## src/rtl/irq_latch_pkg.sv

```systemverilog
package irq_latch_pkg;
  typedef enum logic {
    IRQ_LEVEL = 1'b0,
    IRQ_PULSE = 1'b1
  } irq_style_e;
endpackage

```

## src/rtl/irq_src_edge.sv

```systemverilog
module irq_src_edge #(
  parameter int NUM_SRC     = 6,
  parameter int SYNC_STAGES = 2
) (
  input  logic               clk,
  input  logic               rst,
  input  logic [NUM_SRC-1:0] src_in,
  output logic [NUM_SRC-1:0] rise
);
  localparam int TOP = SYNC_STAGES - 1;

  for (genvar g = 0; g < NUM_SRC; g++) begin : g_src
    logic [SYNC_STAGES-1:0] pipe;
    logic                   prev;

    always_ff @(posedge clk) begin
      if (rst) begin
        pipe <= '0;
        prev <= 1'b0;
      end else begin
        pipe <= {pipe[TOP-1:0], src_in[g]};
        prev <= pipe[TOP];
      end
    end

    assign rise[g] = pipe[TOP] & ~prev;
  end
endmodule

```

## src/rtl/irq_status_reg.sv

```systemverilog
module irq_status_reg #(
  parameter int NUM_SRC = 6
) (
  input  logic               clk,
  input  logic               rst,
  input  logic               we,
  input  logic [NUM_SRC-1:0] mask_in,
  input  logic [NUM_SRC-1:0] rise,
  output logic [NUM_SRC-1:0] status
);
  logic [NUM_SRC-1:0] enable_q;
  logic [NUM_SRC-1:0] enable_eff;

  // The mask in force after this cycle gates both retention and capture,
  // so an edge meeting a clearing write is lost.
  assign enable_eff = we ? mask_in : enable_q;

  always_ff @(posedge clk) begin
    if (rst) begin
      enable_q <= '0;
      status   <= '0;
    end else begin
      enable_q <= enable_eff;
      status   <= (status | rise) & enable_eff;
    end
  end
endmodule

```

## src/rtl/irq_out_gen.sv

```systemverilog
module irq_out_gen
  import irq_latch_pkg::*;
#(
  parameter int         NUM_SRC   = 6,
  parameter irq_style_e IRQ_STYLE = IRQ_LEVEL
) (
  input  logic               clk,
  input  logic               rst,
  input  logic [NUM_SRC-1:0] status,
  output logic               irq
);
  logic any_set;
  assign any_set = |status;

  if (IRQ_STYLE == IRQ_PULSE) begin : g_pulse
    logic any_d;
    always_ff @(posedge clk) begin
      if (rst) begin
        any_d <= 1'b0;
        irq   <= 1'b0;
      end else begin
        any_d <= any_set;
        irq   <= any_set & ~any_d;
      end
    end
  end else begin : g_level
    always_ff @(posedge clk) begin
      if (rst) irq <= 1'b0;
      else     irq <= any_set;
    end
  end
endmodule

```

## src/rtl/irq_latch_ctrl.sv

```systemverilog
module irq_latch_ctrl
  import irq_latch_pkg::*;
#(
  parameter int         NUM_SRC     = 6,
  parameter int         DATA_W      = 8,
  parameter int         SYNC_STAGES = 2,
  parameter irq_style_e IRQ_STYLE   = IRQ_LEVEL
) (
  input  logic               clk,
  input  logic               rst,
  input  logic [NUM_SRC-1:0] src_in,
  input  logic               host_we,
  input  logic [DATA_W-1:0]  host_wdata,
  output logic [DATA_W-1:0]  host_rdata,
  output logic               irq_out
);
  localparam int PAD_W = DATA_W - NUM_SRC;

  logic [NUM_SRC-1:0] rise;
  logic [NUM_SRC-1:0] status;

  if (PAD_W > 0) begin : g_pad
    logic unused_hi;
    assign unused_hi = ^host_wdata[DATA_W-1:NUM_SRC];
  end

  irq_src_edge #(.NUM_SRC(NUM_SRC), .SYNC_STAGES(SYNC_STAGES)) u_edge (
    .clk(clk), .rst(rst), .src_in(src_in), .rise(rise)
  );

  irq_status_reg #(.NUM_SRC(NUM_SRC)) u_stat (
    .clk(clk), .rst(rst), .we(host_we),
    .mask_in(host_wdata[NUM_SRC-1:0]), .rise(rise), .status(status)
  );

  irq_out_gen #(.NUM_SRC(NUM_SRC), .IRQ_STYLE(IRQ_STYLE)) u_irq (
    .clk(clk), .rst(rst), .status(status), .irq(irq_out)
  );

  always_ff @(posedge clk) begin
    if (rst) host_rdata <= '0;
    else     host_rdata <= DATA_W'(status);
  end
endmodule

```

## config.mk

```make
export PLATFORM = sky130hd
export DESIGN_NAME = irq_latch_ctrl
export DESIGN_NICKNAME = d
export VERILOG_FILES = /design/src/rtl/irq_latch_pkg.sv /design/src/rtl/irq_src_edge.sv /design/src/rtl/irq_status_reg.sv /design/src/rtl/irq_out_gen.sv /design/src/rtl/irq_latch_ctrl.sv
export SDC_FILE = /design/constraint.sdc
export NUM_CORES = 1
export LEC_CHECK = 0
export BUFFER_PORTS_ARGS = -buffer_cell sky130_fd_sc_hd__buf_4
export CAP_MARGIN = 10
export CORE_ASPECT_RATIO = 0.7
export CORE_UTILIZATION = 30
export DETAILED_ROUTE_END_ITERATION = 12
export SLEW_MARGIN = 20
export SYNTH_ARGS = -nofsm -noshare
export SYNTH_HDL_FRONTEND = slang
export SYNTH_HIERARCHICAL = 1
export SYNTH_SLANG_ARGS = --single-unit
```

## constraint.sdc

```tcl
create_clock -name clk -period 0.85 [get_ports clk]
set_input_delay 0.17 -clock clk [delete_from_list [all_inputs] [get_ports clk]]
set_output_delay 0.17 -clock clk [all_outputs]
set_load 0.01 [all_outputs]
```

Yosys cells after proc, flatten, opt, wreduce, memory -nomap -nowiden. Cells that the tools add are included.

Bits in read-only memories: 0. Bits in registers: 39. Bits in latches: 0. Input port bits: 17. Memories kept: 0. Bits in writable memories: 0.

Multipliers: 0. Mux-type cells: 1. Equality and inequality tests: 0. Bitwise logic cells: 14. $lt $le $gt $ge: 0. Reductions and logical operators: 1. $add $sub $neg: 0. Shifts and indexed selects: 0. Div/mod/pow operators: 0.

Operators by type and width (count): $and A1 B1 Y1 (6); $and A6 B6 Y6 (1); $mux W6 (1); $not A1 Y1 (6); $or A6 B6 Y6 (1); $reduce_or A6 Y1 (1).

Longest topological paths before layout.
Word-level depth: 4. Mapped depth: 3. Mapped depth without buffers: 3.

By module. The synthesis kept the hierarchy.

Modules (own cells, without submodules): irq_src_edge (sequential area each 360.3 µm², instances 1, cells each 43, area an instance 526.8 µm²); irq_status_reg (sequential area each 240.2 µm², instances 1, cells each 38, area an instance 390.4 µm²); irq_latch_ctrl (sequential area each 120.1 µm², instances 1, cells each 15, area an instance 176.4 µm²); irq_out_gen (sequential area each 20.0 µm², instances 1, cells each 4, area an instance 35.0 µm²).

Least setup slack after synthesis. OpenSTA, ideal clock, no wires.

Path type: flip-flop to flip-flop. Start point: register u_stat.status[1]. End point: register u_irq.irq. Slack: 101 ps. Cell stages (with the launch flop): 3. Setup time: 124 ps. Arrival: 625 ps. Clock period less this slack: 749 ps. Path through: dfxtp_1 > nor4_1 > a21oi_1.

Word-level cells in the longest chain between the ends: 1.

RTL lines: start, declared (RTL line irq_status_reg.sv:9) `output logic [NUM_SRC-1:0] status`; start signal, assigned (RTL line irq_status_reg.sv:24) `status <= (status | rise) & enable_eff;`; $reduce_or A6 Y1 (RTL line irq_out_gen.sv:13) `assign any_set = |status;`; end signal, assigned (RTL line irq_out_gen.sv:29) `else irq <= any_set;`; end, declared (RTL line irq_out_gen.sv:10) `output logic irq`.

Every way passes these cells. A chain may end at the register's enable or synchronous reset.

Worst setup path in the final report.
Start point: register u_irq.irq. End point: output irq_out.

RTL lines: end, declared (RTL line irq_latch_ctrl.sv:15) `output logic irq_out`.

No word-level cell between the ends.

==> impl_metrics.toml <==
[cts]
clk_path_buf_depth = 2
tritoncts = "done"
cts.sinks = 37
hold_buffers = 0
numCtsBuffers = 5
insertion_delay_ns = 0.28
h-tree-depth = 2
postCtsSetupBuffers = 0
root_buffer = "clkbuf_8"
cts.clk_slew.worst_paths_ns = 0.06

[grt]
grt_pass1_wl_mm = 2.456
grt_pass1_vias = 569
grt_max_degree = 27
antenna_found_initial = 0
gr-total-overflow = 0
grtUsageTotal_pct = 9.436

[pwr]
pwr-share-clk_pct = 37.0
p_switching_mw = 0.6307
power_frac_comb_pct = 5.9
powerDensity_mw_per_mm2 = 2167
p_total_mw = 3.178
internal_power_mw = 2.548
irDropWorstVdd_uv = 757.4
sw_frac_of_total_pct = 19.85
pwr-share-seq_pct = 57.1
p_leak_nw = 0.6444

[die]
start_util_pct = 31.72
io_pins = 26
die_area_sq_mm = 0.004015
die_h_um = 53.32
rows = 18
die_w_um = 75.31
core_area_sq_mm = 0.003558

[synthesis]
yosys.area_share.simple_pct = 24.94
synthCells = 100
ys_ff_latch = 37
synth_area_sq_mm = 0.001129
ys_types = 12
avgSynthCellArea_sq_um = 11.29
seq_area_frac_synth_pct = 65.63
synth_top_family_by_area = "simple AND/OR/NAND/NOR gates"
synth-compound-area-share_pct = 0.4435
synth_adder_area_share_pct = 0
synthMuxAreaShare_pct = 5.322
yosysWarnings = 6
yosys.area_share.xor_xnor_pct = 0

[drt]
drt-pass1-iter-count = 4
num_vias = 658
wl_per_cell_um = 8.847
drt_iter0_markers = 36
routed_wirelength_mm = 1.566
antenna_left = 0
viasPerCell = 3.718
drt_drc_violations_left = 0

[job]
max_cap_viol_count = 0

[placed_design]
pre_cts_slack_ns = 0.03505
dpl_cell_area_sq_mm = 0.001338
hpwl_mm = 1.110
io_buffers = 21
place.gp.congestion = 0.6770
dp.cells = 170

[sta]
clock_skew_ns = 0.003117
setup_slack_ns = -0.03407
timing_max_transition_violations_final = 0
fin_crit_sh_pct = 104.0
rsz0062_at_grt = "true"
hold_violations = 0
finalCriticalPeriod_ns = 0.8841
fmax_ghz = 1.131
setup_viol = 7

[status]
violations = "negative setup slack"
status = "finished, violations left"

[setup_path]
worstPathArrival_ns = 0.71
crit_buf_inv = 1
worst_r2r_path_depth = 2
worstSetupEndpointType = "output port"
worst-path-stages = 1
worstPathRequired_ns = 0.68
start_kind = "flop"
critical-path-top-delay-family = "flip-flops"
crit_type = "reg -> out"
path_cells = "buf_6"
critPathMaxStageDelay_ns = 0.32
crit_fanout = 1
slowest_stage = "dfxtp_2"

[worst_hold_path]
min_path_cells = 2
hp-class = "in -> reg"

[final_layout]
drive_gt1_share_pct = 30.71
multi_input_area_sq_um = 360.3
stdcell_count = 177
nNetsFinal = 144
most-common-layout-cells = "dfxtp_1, nor2b_1, buf_4, nor2_1, dfxtp_2"
final_common_cell = "dfxtp_1"
syn2layout_area_growth_pct = 29.93
fillers = 365
n_antenna_cell = 0
register_area_sq_um = 750.7
fin_area_sq_mm = 0.001466
==> metal layers <==
metal	part of all wire, %	global-route usage [%]	vias to the layer above
met5	0	0	-
met4	3.8	9.259	0
met3	11	5.905	6
met2	35	11.16	26
met1	50	11.00	265
li1	-	-	361
==> flip-flops by register name, summed over array words and instances, names as in the netlist <==
name and cells:
u_irq/irq 1, host_rdata 6, u_edge/g_src.pipe 12, u_stat/enable_q 6, u_edge/g_src.prev 6, u_stat/status 6
==> through the flow <==
step / util [%] / TNS, ns / hold slack (ns)
final: 41.21 / -0.1930 / 0.09340
after global routing: 41.21 / -0.4073 / 0.08810
after CTS: 40.89 / -0.3008 / 0.08044
after detailed placement: 37.59 / 0 / 0.3844
after global placement: 37.59 / 0 / 0.3818
after floorplan: - / 0 / 0.2391
==> worst paths after layout <==
path	to	slack [ns]	from
worst max-delay path	irq_out	-0.03	u_irq/irq
worst min-delay path	u_edge/g_src[0].pipe[0]	0.09	src_in[0]
worst max register to register	u_irq/irq	0.06	u_stat/status[4]
worst min register to register	u_edge/g_src[4].pipe[1]	0.44	u_edge/g_src[4].pipe[0]
==> kinds of logic (layout without fill, tap and decap cells) <==
| group | Yosys count | count (layout) |
|---|---|---|
| AO/OA/AOI/OAI | 1 | 1 |
| buffers and inverters | 5 | 31 |
| flip-flops | 37 | 37 |
| multiplexers | 6 | 6 |
| other | 1 | 2 |
| AND/OR/NAND/NOR | 50 | 50 |
==> Yosys cell counts, drive strengths merged <==
cell	count	area, sq um
dfxtp	37	740.7
nor2b	23	143.9
nor2	13	48.80
and2b	7	52.55
mux2i	6	60.06
nor3	6	30.03
buf	4	33.78
a21oi	1	5.000
clkbuf	1	3.750
conb	1	3.750
nor4	1	6.260
==> power by group through the flow <==
stage	clock network (mW)	logic, mW	registers, mW
floorplan	0	0.108	1.85
global placement	0	0.181	1.85
detailed placement	0	0.186	1.85
CTS	1.23	0.190	1.81
global route	1.31	0.210	1.82
finish	1.18	0.188	1.82
==> area by class of cell <==
type	count	area share, %
flip-flops and latches	37	51.19
clock buffers	7	5.887
repair buffers	24	14.08
multi-input cells	59	24.57
well taps	50	4.266
==> what timing repair did <==
action / in CTS / in global routing
pin swaps: 0 / 1
gates resized for setup: 11 / 5
endpoints found under the setup margin: 7 / 8
gates cloned: 0 / 0
Power figures use the tool's default switching activity.
